`config.mk`:
```
export PLATFORM = sky130hd
export DESIGN_NAME = uart_baud_gen
export DESIGN_NICKNAME = d
export VERILOG_FILES = /design/src/rtl/baud_pkg.sv /design/src/rtl/baud_rst_sync.sv /design/src/rtl/baud_div_reg.sv /design/src/rtl/baud_counter.sv /design/src/rtl/baud_tx_div.sv /design/src/rtl/uart_baud_gen.sv
export SDC_FILE = /design/constraint.sdc
export NUM_CORES = 1
export LEC_CHECK = 0
export ABC_CLOCK_PERIOD_IN_PS = 2300
export BUFFER_PORTS_ARGS = -buffer_cell sky130_fd_sc_hd__clkbuf_2
export CORE_AREA = 2 2 71 73
export DETAILED_ROUTE_END_ITERATION = 10
export DIE_AREA = 0 0 73 75
export GPL_TIMING_DRIVEN = 0
export HOLD_SLACK_MARGIN = 0.06
export PLACE_DENSITY = 0.63
export SLEW_MARGIN = 25
export SYNTH_ARGS = -nofsm -noshare
export SYNTH_HDL_FRONTEND = slang
export SYNTH_SLANG_ARGS = --single-unit
```
`constraint.sdc`:
```
create_clock -name clk -period 2.3 [get_ports clk]
set_input_delay 0.115 -clock clk [delete_from_list [all_inputs] [get_ports clk]]
set_output_delay 0.115 -clock clk [all_outputs]
set_load 0.02 [all_outputs]
```
`src/rtl/baud_pkg.sv`:
```
package baud_pkg;

  localparam int unsigned RATIO_NORM = 16;
  localparam int unsigned RATIO_DBL  = 8;
  localparam int unsigned RATIO_SYNC = 2;
  localparam int unsigned PRE_W      = $clog2(RATIO_NORM);

  typedef enum logic [1:0] {
    MODE_NORM = 2'd0,
    MODE_DBL  = 2'd1,
    MODE_SYNC = 2'd2
  } xfer_mode_e;

  function automatic xfer_mode_e decode_mode(input logic sync_i, input logic dbl_i);
    if (sync_i)     return MODE_SYNC;
    else if (dbl_i) return MODE_DBL;
    else            return MODE_NORM;
  endfunction

  function automatic logic [PRE_W-1:0] last_count(input xfer_mode_e m);
    case (m)
      MODE_SYNC: return PRE_W'(RATIO_SYNC - 1);
      MODE_DBL:  return PRE_W'(RATIO_DBL - 1);
      default:   return PRE_W'(RATIO_NORM - 1);
    endcase
  endfunction

endpackage

```
`src/rtl/baud_rst_sync.sv`:
```
module baud_rst_sync #(
  parameter int unsigned STAGES = 2
) (
  input  logic clk,
  input  logic rst_n,
  output logic rst_int_n
);

  logic [STAGES-1:0] sh_q;
  logic [STAGES-1:0] sh_d;

  always_comb begin
    sh_d = {sh_q[STAGES-2:0], 1'b1};
  end

  always_ff @(posedge clk or negedge rst_n) begin
    if (!rst_n) sh_q <= '0;
    else        sh_q <= sh_d;
  end

  assign rst_int_n = sh_q[STAGES-1];

endmodule

```
`src/rtl/baud_div_reg.sv`:
```
module baud_div_reg #(
  parameter int unsigned DIV_W = 12,
  parameter int unsigned LO_W  = 8,
  localparam int unsigned HI_W = DIV_W - LO_W
) (
  input  logic             clk,
  input  logic             rst_n,
  input  logic             hi_we,
  input  logic [HI_W-1:0]  hi_data,
  input  logic             lo_we,
  input  logic [LO_W-1:0]  lo_data,
  output logic [DIV_W-1:0] divisor,
  output logic [DIV_W-1:0] div_wr
);

  logic [HI_W-1:0]  hi_buf_q, hi_buf_d, hi_eff;
  logic [DIV_W-1:0] div_q, div_d;

  always_comb begin
    hi_eff   = hi_we ? hi_data : hi_buf_q;
    div_wr   = {hi_eff, lo_data};
    hi_buf_d = hi_eff;
    div_d    = lo_we ? div_wr : div_q;
  end

  always_ff @(posedge clk or negedge rst_n) begin
    if (!rst_n) begin
      hi_buf_q <= '0;
      div_q    <= '0;
    end else begin
      hi_buf_q <= hi_buf_d;
      div_q    <= div_d;
    end
  end

  assign divisor = div_q;

endmodule

```
`src/rtl/baud_counter.sv`:
```
module baud_counter #(
  parameter int unsigned DIV_W = 12
) (
  input  logic             clk,
  input  logic             rst_n,
  input  logic             run,
  input  logic             reload,
  input  logic [DIV_W-1:0] reload_val,
  input  logic [DIV_W-1:0] divisor,
  output logic [DIV_W-1:0] cnt,
  output logic             tick
);

  logic [DIV_W-1:0] cnt_q, cnt_d;
  logic             at_zero;

  always_comb begin
    at_zero = (cnt_q == '0);
    if (reload)       cnt_d = reload_val;
    else if (at_zero) cnt_d = divisor;
    else              cnt_d = cnt_q - 1'b1;
  end

  always_ff @(posedge clk or negedge rst_n) begin
    if (!rst_n) cnt_q <= '0;
    else        cnt_q <= cnt_d;
  end

  assign tick = run & ~reload & at_zero;
  assign cnt  = cnt_q;

endmodule

```
`src/rtl/baud_tx_div.sv`:
```
module baud_tx_div
  import baud_pkg::*;
(
  input  logic       clk,
  input  logic       rst_n,
  input  logic       base_tick,
  input  logic       restart,
  input  xfer_mode_e mode,
  output logic       tx_tick,
  output logic       xck
);

  logic [PRE_W-1:0] pre_q, pre_d;
  logic             wrap;

  always_comb begin
    wrap = (pre_q >= last_count(mode));
    if (restart)        pre_d = '0;
    else if (base_tick) pre_d = wrap ? '0 : pre_q + 1'b1;
    else                pre_d = pre_q;
  end

  always_ff @(posedge clk or negedge rst_n) begin
    if (!rst_n) pre_q <= '0;
    else        pre_q <= pre_d;
  end

  assign tx_tick = base_tick & wrap;
  assign xck     = (mode == MODE_SYNC) & pre_q[0];

endmodule

```
`src/rtl/uart_baud_gen.sv`:
```
module uart_baud_gen
  import baud_pkg::*;
#(
  parameter int unsigned DIV_W = 12,
  parameter int unsigned LO_W  = 8,
  localparam int unsigned HI_W = DIV_W - LO_W
) (
  input  logic            clk,
  input  logic            rst_n,
  input  logic            div_hi_we,
  input  logic [HI_W-1:0] div_hi_data,
  input  logic            div_lo_we,
  input  logic [LO_W-1:0] div_lo_data,
  input  logic            sync_mode,
  input  logic            dbl_speed,
  output logic            rx_tick,
  output logic            tx_tick,
  output logic            xck_out
);

  logic             rst_int_n;
  logic [DIV_W-1:0] divisor, div_wr, cnt;
  logic             base_tick;
  xfer_mode_e       mode;

  assign mode = decode_mode(sync_mode, dbl_speed);

  baud_rst_sync #(.STAGES(2)) u_rst (
    .clk       (clk),
    .rst_n     (rst_n),
    .rst_int_n (rst_int_n)
  );

  baud_div_reg #(.DIV_W(DIV_W), .LO_W(LO_W)) u_div (
    .clk     (clk),
    .rst_n   (rst_int_n),
    .hi_we   (div_hi_we),
    .hi_data (div_hi_data),
    .lo_we   (div_lo_we),
    .lo_data (div_lo_data),
    .divisor (divisor),
    .div_wr  (div_wr)
  );

  baud_counter #(.DIV_W(DIV_W)) u_cnt (
    .clk        (clk),
    .rst_n      (rst_int_n),
    .run        (rst_int_n),
    .reload     (div_lo_we),
    .reload_val (div_wr),
    .divisor    (divisor),
    .cnt        (cnt),
    .tick       (base_tick)
  );

  baud_tx_div u_tx (
    .clk       (clk),
    .rst_n     (rst_int_n),
    .base_tick (base_tick),
    .restart   (div_lo_we),
    .mode      (mode),
    .tx_tick   (tx_tick),
    .xck       (xck_out)
  );

  assign rx_tick = base_tick;

endmodule

```
==> results.toml, run 1 <==
[run]
cap_violations = 0

[finish]
area_growth_pct = 21.8
final_cells = 275
nets = 244
fin_util_pct = 47.9
final_cell_mix = "dfrtp_1 (33), clkbuf_2 (18), inv_1 (12)"
drive_gt1_share_pct = 28.1
diodes = 0
fill_cells = 449
final_common_cell = "dfrtp_1"

[setup_path]
startpoint_type = "flip-flop"
crit_path_end_kind = "primary output"
path_max_fanout = 9
worstSetupPathType = "reg2out"
required_ps = 2180
worstPathArrival_ps = 2120

[logic_synthesis]
syn_area_per_cell_sq_um = 10.1
synthCells = 182
yosys_warnings = 0
synth_nets = 206
synth_edf_count = 0
ys_seq_area_share_pct = 46.4
ys_async_sr_fraction_pct = 100
synth_ff_type = "dfrtp_1"
synthesis.area_sq_um = 1830
yosysUniqueCellTypes = 43
synth_seq_cells = 34

[cts]
clk_latency_ps = 270
clk_pin_slew_worst_paths_ps = 70
cts.sinks = 34
cts_buffer_depth = 2
cts_tree = "done"
cts_buffers = 5
root_buffer = "clkbuf_8"
cts_htree_levels = 2

[floorplanning]
rows = 25
initial_core_util_pct = 39.3
die_h_microns = 75
dieArea_sq_um = 5480
die_w_microns = 73
ioPinCount = 21
core_sq_um = 4660

[sta]
whs_ps = 63.4
fin_ws_ps = 68.6
slew_viol_final = 0
fmaxAchievable_mhz = 448
relSlewSlack_pct = 62.9
final-setup-viol-count = 0
fin_crit_ps = 2230
hold_viol = 0
tightest_slew_ps = 557
rsz0062_at_grt = "yes"
clock-skew-final_ps = 4.36
post-route-period-util_pct = 97.0
finalSetupTns_ps = 0

[drt]
routedWlPerCell_microns = 13.7
routed_wl_microns = 3760
drc = 0
drt_iter0_drc = 41
vias = 1455
drtAntennaViolNets = 0
post_drt_via_cell_ratio = 5.29
drt_pass1_iterations = 4

[grt]
grt_overflow = 0
grt_use_total_pct = 15.1
grt_pass1_vias = 1369
grt_max_degree = 32
grt_pass1_wl_microns = 6380
antenna_found_initial = 0

[run_status]
status = "complete, no violations"

[placement]
io_buffer_count = 20
routabilityCongestion = 0.802
dp_slack_ps = -119
dpl.cell_count = 257
dp_hpwl_microns = 2620

[worst_hold_path]
hold_class = "in2reg"

[power]
p_leak_uw = 0.00100
ir_worst_vdd_mv = 0.462
power.density_nw_per_um2 = 646
==> sequential cells by signal, indices dropped and copies added (netlist names) <==
register        count
u_cnt.cnt          12
u_div.divisor      12
u_div.hi_buf_q      4
u_tx.pre_q          4
u_rst.sh_q          2
==> report_power, final <==
group | internal [uW] | leakage, uW | switching, uW | total (uW)
logic | 136 | 0.000542 | 148 | 284
registers | 661 | 0.000411 | 52.1 | 713
clock network | 241 | 0.0000482 | 202 | 444
total | 1040 | 0.00100 | 403 | 1440
==> cells by family (layout without fill, tap and decap cells) <==
kind of cell | Yosys count | after routing | share of synthesized area (%)
mux | 11 | 11 | 6.35
simple gates | 55 | 55 | 18.0
compound gates | 45 | 45 | 16.3
buf+inv | 25 | 64 | 6.15
other cells | 1 | 1 | 0.205
xor+xnor | 5 | 5 | 2.39
flops | 34 | 34 | 46.4
fa+ha+maj | 6 | 6 | 4.10
==> per-stage QoR <==
step | total power, uW | instance area [sq um]
after floorplan | 904 | 1840
after global placement | 970 | 2000
after detailed placement | 979 | 2030
after CTS | 1450 | 2210
after global routing | 1530 | 2230
final | 1440 | 2230
==> worst max-delay path: stages (launching register included) <==
cell	delay (ps)
dfrtp_1	400
or4_4	540
buf_6	150
nor4_4	290
buf_6	140
nand2_2	50
nor3_2	100
buf_4	160
==> Yosys cell counts (5+ instances only) <==
cell type | n | share of area, %
a21oi_1 | 6 | 1.6
clkbuf_1 | 8 | 1.6
dfrtp_1 | 34 | 46
ha_1 | 6 | 4.1
inv_1 | 14 | 2.9
mux2_2 | 5 | 3.1
mux2i_1 | 6 | 3.3
nand2_1 | 9 | 1.8
nor2_1 | 10 | 2.0
nor2b_1 | 5 | 1.7
o21ai_0 | 12 | 3.3
o31ai_1 | 6 | 2.5
==> cell type report <==
type	instances	area, sq um	area share (%)
plain buffers	10	60.1	2.69
clock buffers	7	86.3	3.87
clock inverters	1	5.00	0.224
inverters	14	52.6	2.36
multi-input cells	123	892	40.0
flip-flops and latches	34	852	38.2
well taps	54	67.6	3.03
repair buffers	32	215	9.65
==> per-layer routing <==
metal	track usage, %	vias to the layer above	wire length, microns	share of wire (%)
met4	5.76	0	52	1.4
met5	0	-	0	0
met1	20.4	703	1870	50
met3	3.35	4	72	1.9
met2	23.8	19	1770	47
li1	-	729	-	-
==> path summary, 6_finish.rpt <==
path / from / endpoint / slack, ps / cells past startpoint
max in group asynchronous: u_rst.sh_q[1] / u_tx.pre_q[1] / 1780 / 1
worst max-delay path: u_cnt.cnt[6] / tx_tick / 70 / 7
worst max register to register: u_cnt.cnt[0] / u_tx.pre_q[1] / 140 / 8
worst min register to register: u_rst.sh_q[1] / u_div.divisor[3] / 110 / 0
worst min-delay path: div_lo_data[6] / u_div.divisor[6] / 60 / 2
min in group asynchronous: u_rst.sh_q[1] / u_div.divisor[3] / 110 / 0
==> repair_timing <==
action / CTS / global route
setup buffers: 6 / 2
pin swaps: 2 / 1
endpoints found under the hold margin: 4 / 0
gates resized for setup: 8 / 5
endpoints found under the setup margin: 3 / 4
hold buffers: 3 / 0
Power figures use the tool's default switching activity.
==> inputs of run 2 (changes only) <==
--- a/config.mk
+++ b/config.mk
@@ -5,15 +5,15 @@
 export SDC_FILE = /design/constraint.sdc
 export NUM_CORES = 1
 export LEC_CHECK = 0
+export ABC_AREA = 1
 export ABC_CLOCK_PERIOD_IN_PS = 2300
 export BUFFER_PORTS_ARGS = -buffer_cell sky130_fd_sc_hd__clkbuf_2
-export CORE_AREA = 2 2 71 73
+export CORE_AREA = 2 2 66 83
 export DETAILED_ROUTE_END_ITERATION = 10
-export DIE_AREA = 0 0 73 75
+export DIE_AREA = 0 0 68 85
 export GPL_TIMING_DRIVEN = 0
 export HOLD_SLACK_MARGIN = 0.06
-export PLACE_DENSITY = 0.63
-export SLEW_MARGIN = 25
+export PLACE_DENSITY = 0.62
 export SYNTH_ARGS = -nofsm -noshare
 export SYNTH_HDL_FRONTEND = slang
 export SYNTH_SLANG_ARGS = --single-unit
==> run 2 against run 1 <==
  * Worst setup slack improved by 340 ps
  * Power is 7.7% higher
  * Design area grew 3.0%
  * Final cell count grew 19%
  * Routed wire length decreased by 7.1%
  * Highest routed layer unchanged
==> results.toml, run 2 <==
[logic_synthesis]
synth_most_common_cell = "nand2_1"
ys_async_sr_fraction_pct = 100
synthCells = 228
synth_common_cells = "nand2_1 (70), dfrtp_1 (34), inv_1 (21), nand3_1 (21), o21ai_0 (13)"
synth_top_area_share_pct = 44.1
yosysUniqueCellTypes = 28
yosys.area.top_type = "dfrtp_1"
yosys_warnings = 0
synthTopCellsByArea = "dfrtp_1 (44%), nand2_1 (14%), nand3_1 (5.5%)"
synth_edf_count = 0
ys_seq_area_share_pct = 44.1
synthesis.area_sq_um = 1930
syn_area_per_cell_sq_um = 8.46
synth_seq_cells = 34
synth_ff_type = "dfrtp_1"
synth_nets = 252

[setup_path]
required_ps = 2180
crit_slowest_cell = "dfrtp_1"
startpoint_type = "flip-flop"
worstPathArrival_ps = 1780
worstSetupPathType = "reg2out"
reg2reg_to = "u_cnt.cnt[5]"
path_max_fanout = 6
ff2ff_setup_slack_ps = 800
crit_path_end_kind = "primary output"
max_stage_delay_ps = 370
ff2ff_path_depth = 10
crit_chain = "inv_1 > ha_1 > nand3_1 > nor2_4 > nand4_4 > a21oi_1 > clkbuf_2"
worst_r2r_startpoint = "u_cnt.cnt[0]"

[sta]
slew_viol_final = 0
post-route-period-util_pct = 82.4
fin_crit_ps = 1890
hold_viol = 0
rsz0062_at_grt = "no"
final-setup-viol-count = 0
tightest_slew_ps = 755
clock-skew-final_ps = 3.58
finalSetupTns_ps = 0
fmaxAchievable_mhz = 528
relSlewSlack_pct = 49.7

[power]
ir_worst_vdd_mv = 0.303
power.density_nw_per_um2 = 676
p_leak_uw = 0.00121

[cts]
root_buffer = "clkbuf_8"
cts-hold-fix-buffers = 8
cts_htree_levels = 2
cts_buffers = 5
cts_buffer_depth = 2
clk_latency_ps = 280
cts_tree = "done"
cts.sinks = 34
cts_setup_buffers = 0
cts_repair_resize_count = 0
clk_pin_slew_worst_paths_ps = 70

[finish]
final_common_cell = "nand2_1"
fin_util_pct = 45.9
drive_gt1_share_pct = 27.3
final_cell_mix = "nand2_1 (70), dfrtp_1 (33), inv_1 (21), nand3_1 (21), clkbuf_2 (20)"
fill_cells = 518
area_growth_pct = 19.1
diodes = 0
nets = 287

[worst_hold_path]
hold_class = "in2reg"
min_path_cells = 2
min_from = "div_hi_data[1]"
whs_endpoint = "u_div.hi_buf_q[1]"

[run_status]
status = "complete, no violations"

[drt]
routedWlPerCell_microns = 10.7
drt_pass1_iterations = 4
drc = 0
vias = 1500
drtAntennaViolNets = 0
drt_iter0_drc = 85
post_drt_via_cell_ratio = 4.60
routed_wl_microns = 3500

[placement]
io_buffer_count = 20
routabilityCongestion = 0.759
dp_hpwl_microns = 2650

[floorplanning]
die_h_microns = 85
die_w_microns = 68
rows = 29
core_sq_um = 5010
initial_core_util_pct = 38.5
dieArea_sq_um = 5780
ioPinCount = 21

[grt]
grt_pass1_wl_microns = 6310
grt_max_degree = 35
grt_pass1_vias = 1484
grt_overflow = 0
grt_use_total_pct = 14.0
antenna_found_initial = 0

[run]
cap_violations = 0
==> run 2: cell types whose count changed in the layout (fill, tap and decap cells not counted), moves of 6 or more <==
cell,previous run,this run
nand2_1,8,70
nand3_1,4,21
inv_1,12,21
buf_4,10,2
nor2_4,0,8
clkbuf_1,8,1
mux2i_1,6,0
nand2_2,1,7
o21ai_2,0,6
o31ai_1,6,0
==> run 2: how the worst max path moves through the flow <==
stage	slack (ps)	end	from	cells past startpoint
after global placement	210	tx_tick	u_rst.sh_q[1]	3
final	410	tx_tick	u_cnt.cnt[0]	7
after floorplan	530	tx_tick	u_rst.sh_q[1]	2
after detailed placement	680	tx_tick	u_cnt.cnt[0]	7
after CTS	360	tx_tick	u_cnt.cnt[0]	7
after global routing	260	tx_tick	u_cnt.cnt[0]	7
==> run 2: critical path, delay by kind of cell (launching register included) <==
| family | cells | cell delay, ps |
|---|---|---|
| DFF | 1 | 370 |
| AOI/OAI and AO/OA | 1 | 170 |
| buffers and inverters | 2 | 310 |
| adders and majority gates | 1 | 200 |
| and+or+nand+nor | 3 | 450 |
==> run 2: stage by stage <==
stage	total power, uW	setup slack (ps)	instances	hold slack (ps)	cell area [sq um]
5_1_grt	1650	260	326	82.1	2300
2_1_floorplan	974	535	228	-181	1930
3_3_place_gp	1040	209	310	-99.0	2110
4_1_cts	1580	364	326	79.9	2300
3_5_place_dp	1050	677	310	-90.9	2110
6_report	1550	405	326	87.8	2300
==> run 2: layout make-up <==
class | instances | area [sq um] | share of cell area [%]
flip-flops and latches | 34 | 852 | 37.1
well taps | 62 | 77.6 | 3.38
plain buffers | 5 | 43.8 | 1.91
multi-input cells | 162 | 932 | 40.6
clock buffers | 8 | 110 | 4.79
inverters | 27 | 101 | 4.41
repair buffers | 28 | 180 | 7.84
==> run 2: cells by family after synthesis <==
family	after synthesis	share of synthesized area, %
and+or+nand+nor	125	33.2
DFF	34	44.1
buffers and inverters	32	7.53
AOI/OAI and AO/OA	22	6.88
adders and majority gates	6	3.89
xor gates and xnor gates	4	1.82
muxes	4	2.34
other	1	0.194
==> run 2: where the power goes <==
part,internal (uW),total (uW),switching (uW)
Clock,302,509,207
Sequential,664,725,60.7
Combinational,129,318,189
Total,1100,1550,456
==> run 2: metal layers <==
metal / up-vias / routed length (microns) / track usage, % / share of wire [%]
met4: 0 / 18 / 4.36 / 0.51
met3: 3 / 92 / 2.92 / 2.6
met1: 695 / 1570 / 17.0 / 45
met5: - / 0 / 0 / 0
met2: 17 / 1810 / 24.4 / 52
li1: 785 / - / - / -
